<file path="config.mk">
export PLATFORM = sky130hd
export DESIGN_NAME = regslv_top
export DESIGN_NICKNAME = d
export VERILOG_FILES = /design/src/rtl/regslv_pkg.sv /design/src/rtl/regslv_sync.sv /design/src/rtl/regslv_hs.sv /design/src/rtl/regslv_regs.sv /design/src/rtl/regslv_top.sv
export SDC_FILE = /design/constraint.sdc
export NUM_CORES = 1
export LEC_CHECK = 0
export ABC_AREA = 1
export BUFFER_PORTS_ARGS = -buffer_cell sky130_fd_sc_hd__buf_4
export CORE_UTILIZATION = 53
export CTS_BUF_LIST = sky130_fd_sc_hd__clkbuf_8 sky130_fd_sc_hd__clkbuf_16
export CTS_CLUSTER_DIAMETER = 150
export DETAILED_ROUTE_END_ITERATION = 7
export PLACE_DENSITY_LB_ADDON = 0.12
export SETUP_SLACK_MARGIN = 0.5
export SLEW_MARGIN = 25
export SYNTH_ARGS = -nofsm -noshare
export SYNTH_HDL_FRONTEND = slang
export SYNTH_HIERARCHICAL = 1
export SYNTH_SLANG_ARGS = --single-unit
export TNS_END_PERCENT = 10
</file>
<file path="constraint.sdc">
create_clock -name clk -period 1.6 [get_ports clk]
set_clock_uncertainty 0.1 [all_clocks]
set_input_delay 0.16 -clock clk [delete_from_list [all_inputs] [get_ports clk]]
set_output_delay 0.16 -clock clk [all_outputs]
set_load 0.005 [all_outputs]
</file>
<file path="src/rtl/regslv_pkg.sv">
package regslv_pkg;

    typedef enum logic [1:0] {
        HS_IDLE = 2'd0,
        HS_ACC  = 2'd1,
        HS_HOLD = 2'd2
    } hs_state_e;

    localparam int ADDR_CFG  = 0;
    localparam int ADDR_FLAG = 1;
    localparam int ADDR_MASK = 2;

endpackage

</file>
<file path="src/rtl/regslv_sync.sv">
module regslv_sync #(
    parameter int STAGES = 2
) (
    input  logic clk,
    input  logic rst_n,
    input  logic d_i,
    output logic q_o
);
    logic [STAGES-1:0] sh_d, sh_q;

    always_comb begin
        sh_d = {sh_q[STAGES-2:0], d_i};
    end

    always_ff @(posedge clk or negedge rst_n) begin
        if (!rst_n) sh_q <= '0;
        else        sh_q <= sh_d;
    end

    assign q_o = sh_q[STAGES-1];

    initial begin
        if (STAGES < 2) $error("regslv_sync needs at least two stages");
    end
endmodule

</file>
<file path="src/rtl/regslv_hs.sv">
module regslv_hs
    import regslv_pkg::*;
(
    input  logic clk,
    input  logic rst_n,
    input  logic sel_s_i,
    output logic acc_o,
    output logic hold_o
);
    typedef struct packed {
        hs_state_e st;
    } hs_t;

    hs_t s_d, s_q;

    always_comb begin
        s_d = s_q;
        unique case (s_q.st)
            HS_IDLE: if (sel_s_i)  s_d.st = HS_ACC;
            HS_ACC:                s_d.st = HS_HOLD;
            HS_HOLD: if (!sel_s_i) s_d.st = HS_IDLE;
            default:               s_d.st = HS_IDLE;
        endcase
    end

    always_ff @(posedge clk or negedge rst_n) begin
        if (!rst_n) s_q <= '{st: HS_IDLE};
        else        s_q <= s_d;
    end

    assign acc_o  = (s_q.st == HS_ACC);
    assign hold_o = (s_q.st == HS_HOLD);

    // an access strobe never repeats back to back
    p_single_access_r10: assert property (@(posedge clk) disable iff (!rst_n)
        acc_o |=> !acc_o);

    // acknowledge phase persists while the synchronized select stays high
    p_hold_until_release_r2: assert property (@(posedge clk) disable iff (!rst_n)
        (hold_o && sel_s_i) |=> hold_o);

    // a new access only follows a cycle outside the hold phase
    p_start_after_idle_r11: assert property (@(posedge clk) disable iff (!rst_n)
        acc_o |-> !$past(hold_o));
endmodule

</file>
<file path="src/rtl/regslv_regs.sv">
module regslv_regs
    import regslv_pkg::*;
#(
    parameter int DATA_W = 16,
    parameter int ADDR_W = 4,
    parameter int STAT_W = 8,
    parameter int CFG_W  = 2
) (
    input  logic              clk,
    input  logic              rst_n,
    input  logic              acc_i,
    input  logic              rd_i,
    input  logic [ADDR_W-1:0] addr_i,
    input  logic [DATA_W-1:0] wdata_i,
    input  logic [STAT_W-1:0] set_i,
    output logic [DATA_W-1:0] rword_o,
    output logic [CFG_W-1:0]  cfg_o,
    output logic              irq_o
);
    localparam int CFG_PAD  = DATA_W - CFG_W;
    localparam int STAT_PAD = DATA_W - STAT_W;

    typedef struct packed {
        logic [CFG_W-1:0]  cfg;
        logic [STAT_W-1:0] mask;
        logic [STAT_W-1:0] flag;
    } regs_t;

    regs_t r_d, r_q;

    logic              wr_cfg, wr_flag, wr_mask;
    logic [STAT_W-1:0] clr;

    always_comb begin
        wr_cfg  = acc_i && !rd_i && (addr_i == ADDR_W'(ADDR_CFG));
        wr_flag = acc_i && !rd_i && (addr_i == ADDR_W'(ADDR_FLAG));
        wr_mask = acc_i && !rd_i && (addr_i == ADDR_W'(ADDR_MASK));
        clr     = wr_flag ? wdata_i[STAT_W-1:0] : '0;

        r_d = r_q;
        if (wr_cfg)  r_d.cfg  = wdata_i[CFG_W-1:0];
        if (wr_mask) r_d.mask = wdata_i[STAT_W-1:0];
        r_d.flag = (r_q.flag & ~clr) | set_i;

        unique case (addr_i)
            ADDR_W'(ADDR_CFG):  rword_o = {{CFG_PAD{1'b0}}, r_q.cfg};
            ADDR_W'(ADDR_FLAG): rword_o = {{STAT_PAD{1'b0}}, r_q.flag};
            ADDR_W'(ADDR_MASK): rword_o = {{STAT_PAD{1'b0}}, r_q.mask};
            default:            rword_o = '0;
        endcase
    end

    always_ff @(posedge clk or negedge rst_n) begin
        if (!rst_n) r_q <= '0;
        else        r_q <= r_d;
    end

    assign cfg_o = r_q.cfg;
    assign irq_o = |(r_q.flag & r_q.mask);

    // a set pulse always leaves its flag set, even against a clear
    p_sticky_set_r6: assert property (@(posedge clk) disable iff (!rst_n)
        (set_i != '0) |=> ((r_q.flag & $past(set_i)) == $past(set_i)));

    // no interrupt while every mask bit is clear
    p_irq_masked_r8: assert property (@(posedge clk) disable iff (!rst_n)
        (r_q.mask == '0) |-> !irq_o);

    // unmapped writes leave configuration and mask untouched
    p_unmapped_quiet_r9: assert property (@(posedge clk) disable iff (!rst_n)
        (acc_i && !rd_i && addr_i > ADDR_W'(ADDR_MASK)) |=>
            ($stable(r_q.cfg) && $stable(r_q.mask)));

    // a read never alters the flags without a set pulse
    p_read_no_side_r12: assert property (@(posedge clk) disable iff (!rst_n)
        (acc_i && rd_i && set_i == '0) |=> $stable(r_q.flag));

    initial begin
        if (STAT_W > DATA_W || CFG_W > DATA_W || CFG_W < 2)
            $error("regslv_regs parameter range");
    end
endmodule

</file>
<file path="src/rtl/regslv_top.sv">
module regslv_top
    import regslv_pkg::*;
#(
    parameter int DATA_W      = 16,
    parameter int ADDR_W      = 4,
    parameter int STAT_W      = 8,
    parameter int SYNC_STAGES = 2
) (
    input  logic              clk,
    input  logic              rst_n,
    input  logic              sel,
    input  logic              read,
    input  logic [ADDR_W-1:0] addr,
    input  logic [DATA_W-1:0] wdata,
    output logic [DATA_W-1:0] rdata,
    output logic              dtack,
    input  logic [STAT_W-1:0] status_set,
    output logic              cfg_scr_en,
    output logic              cfg_fcs32,
    output logic              irq
);
    localparam int CFG_W = 2;

    typedef struct packed {
        logic [DATA_W-1:0] rdat;
    } top_t;

    top_t t_d, t_q;

    logic              sel_s, acc, hold;
    logic [DATA_W-1:0] rword;
    logic [CFG_W-1:0]  cfg;

    regslv_sync #(.STAGES(SYNC_STAGES)) u_sync (
        .clk   (clk),
        .rst_n (rst_n),
        .d_i   (sel),
        .q_o   (sel_s)
    );

    regslv_hs u_hs (
        .clk     (clk),
        .rst_n   (rst_n),
        .sel_s_i (sel_s),
        .acc_o   (acc),
        .hold_o  (hold)
    );

    regslv_regs #(
        .DATA_W (DATA_W),
        .ADDR_W (ADDR_W),
        .STAT_W (STAT_W),
        .CFG_W  (CFG_W)
    ) u_regs (
        .clk     (clk),
        .rst_n   (rst_n),
        .acc_i   (acc),
        .rd_i    (read),
        .addr_i  (addr),
        .wdata_i (wdata),
        .set_i   (status_set),
        .rword_o (rword),
        .cfg_o   (cfg),
        .irq_o   (irq)
    );

    always_comb begin
        t_d = t_q;
        if (acc) t_d.rdat = read ? rword : '0;
    end

    always_ff @(posedge clk or negedge rst_n) begin
        if (!rst_n) t_q <= '0;
        else        t_q <= t_d;
    end

    assign dtack      = hold && sel;
    assign rdata      = dtack ? t_q.rdat : '0;
    assign cfg_scr_en = cfg[0];
    assign cfg_fcs32  = cfg[1];

    // deselected slave drives nothing onto the OR-merged return path
    p_idle_quiet_r3: assert property (@(posedge clk) disable iff (!rst_n)
        !sel |-> (!dtack && rdata == '0));

    // captured read data does not move during the hold phase
    p_rdata_stable_r11: assert property (@(posedge clk) disable iff (!rst_n)
        (dtack && $past(dtack)) |-> $stable(rdata));
endmodule

</file>
==> results.txt <==
----------------------------------------------------
[Run status]
  Result of the run ... finished, final reports clean

[Layout]
  Leading cell type in the layout, fill and taps excluded ... nand2_1
  Count of inserted antenna diode cells ... 0
  Net count, final ... 353
  Final non-filler cell area ... 0.00256 mm2
  Multi-input gate area ... 817 um2
  Fraction of final layout cells with drive strength greater than 1 ... 27.3%
  Non-Filler Instances ... 370
  Most used cells in the layout excluding fill and tap cells ... nand2_1 (81), buf_4 (48), inv_1 (37), dfrtp_1 (37), nand3_1 (34)
  Number of fillers in the final layout ... 341
  Signed area change from the synthesized netlist to the final layout ... 26.3%
  Share of the core filled with cells ... 69.9%
  Register cell area after layout ... 952 um2

[Timing]
  Sum Neg Setup Slack ... 0 ns
  Highest clock rate ... 665 MHz
  Hold violation count in the final report ... 0
  Final Critical Period ... 1.50 ns
  Final-layout worst hold slack ... 0.0162 ns
  Setup-failing EPs final ... 0
  Portion of the clock cycle consumed by the worst path in the final layout ... 94.0%
  Setup repair after global routing missed its margin ... true
  Max-slew violation count ... 0

[Setup path]
  Required time of the critical path ... 1.34 ns
  Ordered cell list for the critical path ... nor2_4 -> nand2_4 -> nor2_1 -> buf_4
  Sort of element at the end of the critical path ... primary output
  Slowest cell on the critical path ... dfrtp_2
  Startpoint type of the worst setup path ... flip-flop
  Startpoint-to-endpoint class of the critical path ... flip-flop to primary output
  Arrival time worst endpoint ... 1.24 ns
  CP Max Fanout ... 9
  Biggest cell delay along the critical path ... 0.44 ns

[Floorplan]
  Die area ... 0.00407 mm2
  Number of top-level pins ... 52
  Row count ... 22
  Starting utilization of the core area ... 55.3%
  Chip Width ... 63.8 um
  Height of the chip ... 63.8 um
  Standard cell core area ... 0.00366 mm2

[Clock tree]
  Clk buf depth ... 2
  Number of H-tree levels ... 2
  Clock tree from TritonCTS ... done
  Clock Latency Late Sink ... 0.28 ns
  Num CTS Buffers ... 5
  CTS Root Buffer Type ... clkbuf_8
  Clock input transition at the sequential cells of the worst setup and hold paths ... 0.07 ns
  # clock sinks ... 38

[Power]
  Switching power total ... 979 uW
  Share of total power in sequential cells ... 45.5%
  P_leak ... 1.40 nW
  Total internal power ... 1.93 mW
  Combinational Power Share ... 32.0%
  Portion of total power attributed to the clock network ... 22.5%
  Net Sw Frac ... 33.7%
  Power density over the cells ... 1140 mW/mm2
  Maximum ir drop on the vdd rail ... 0.806 mV

[Placement]
  DPL Wire Length ... 2.49 mm
  Placed cell count ... 346
  Placed cell area ... 0.00230 mm2
  Placer Congestion ... 0.781
  Buffers on Ports ... 43

[Route]
  Remaining antenna violation count ... 0
  Routed wire length ... 3.85 mm
  Via count of the routed design ... 1690
  Residual DRC count ... 0
  Vias per inst ... 4.57
  First-iteration detailed-routing DRC count ... 64
  Number of detailed-route iterations in the first pass ... 4
  Average routed wire per standard cell ... 10.4 um

[GRT]
  Total Routing Usage GR ... 20.8%
  Maximum number of pins on one net before global-route repair ... 39
  Via count of the first global-routing pass ... 1545
  Number of antenna violations at the first check in global routing ... 0
  Global-route congestion overflow total ... 0
  Wire length of the first global-routing pass ... 6.49 mm

[Flow run]
  Total of max-cap violations ... 0

[Yosys]
  Cell type with the largest total area after synthesis ... dfrtp_1
  Yosys warnings ... 6
  Seq/Total Area, Yosys ... 46.9%
  #FFs+latches synth ... 38
  Count of distinct cell types in the synthesized netlist ... 18
  Cell area after technology mapping ... 0.00203 mm2
  Proportion of netlist area held by the largest area contributor ... 46.9%
  Ranking of synthesized cells by area ... dfrtp_1 (47%), nand2_1 (15%), nand3_1 (9.1%)
  Post-synthesis cell count ... 265
  Mapped Avg Cell Area ... 7.64 um2

[Worst hold path]
  Class of the tightest hold or removal check ... primary input to flip-flop

----------------------------------------------------
registers in the layout (all words and copies together), names as in the netlist:
signal	flops
u_hs/s_q	2
t_q	16
u_sync/sh_q	2
u_regs/cfg_o	2
u_regs/r_q	16
per-layer routing:
metal	track usage (%)	wire length [um]
met5	0	0
met2	39.5	2010
met3	4.29	130
met1	22.9	1690
met4	5.97	19
stage by stage:
step | power (mW) | setup slack (ns)
CTS | 2.90 | 0.0829
detailed placement | 2.15 | 0.169
floorplan | 1.97 | 0.317
finish | 2.90 | 0.0955
global placement | 2.12 | 0.182
global route | 3.11 | 0.0193
Yosys cell counts (all sizes together):
master,instances
dfrtp,38
nand2,96
o21ai,6
inv,41
conb,1
nor3b,1
nand3,37
o22ai,2
buf,19
nor2,24
worst paths after layout:
kind / startpoint / end / slack (ns) / depth (start not counted)
worst max-delay path: u_hs/s_q[0] / rdata[15] / 0.1 / 4
worst min-delay path: wdata[5] / u_regs/r_q[13] / 0.02 / 3
worst max register to register: u_hs/s_q[1] / u_regs/r_q[2] / 0.19 / 9
worst min register to register: u_sync/sh_q[0] / u_sync/sh_q[1] / 0.25 / 0
max in group asynchronous: rst_n / u_hs/s_q[0] / 0.78 / 2
min in group asynchronous: rst_n / t_q[11] / 0.28 / 2
worst max-delay path, delay by kind of cell, from the launching register on:
family        cells  cell delay, ns
flops             1            0.44
simple gates      3            0.40
buf+inv           1            0.12
what timing repair did:
item	4_1_cts	5_1_grt
buffers inserted	2	2
pin swaps	2	5
endpoints found under the setup margin	52	54
endpoints found under the hold margin	47	0
cloned	1	1
resized for setup	5	3
hold buffers	10	0
cell families (layout without fill, tap and decap cells):
| logic type | Yosys count | in the layout | synth area share (%) |
|---|---|---|---|
| DFF | 38 | 38 | 46.9 |
| and+or+nand+nor | 158 | 159 | 34.8 |
| buffers and inverters | 60 | 109 | 15.9 |
| other | 1 | 8 | 0.185 |
| AOI/OAI and AO/OA | 8 | 8 | 2.10 |
area by class of cell:
cell class | instances | area share [%]
Inverter | 41 | 6.31
Multi-Input combinational cell | 175 | 31.9
Timing Repair Buffer | 60 | 18.6
Tap cell | 48 | 2.35
Clock buffer | 6 | 3.23
Clock inverter | 2 | 0.342
Sequential cell | 38 | 37.2
power groups by stage:
stage          registers (mW)  logic [mW]  clock network [mW]
4_1_cts                  1.32       0.904               0.672
6_report                 1.32       0.929               0.653
3_5_place_dp             1.34       0.807                   0
3_3_place_gp             1.33       0.792                   0
2_1_floorplan            1.31       0.662                   0
5_1_grt                  1.35        1.04               0.713
Power figures use the tool's default switching activity.
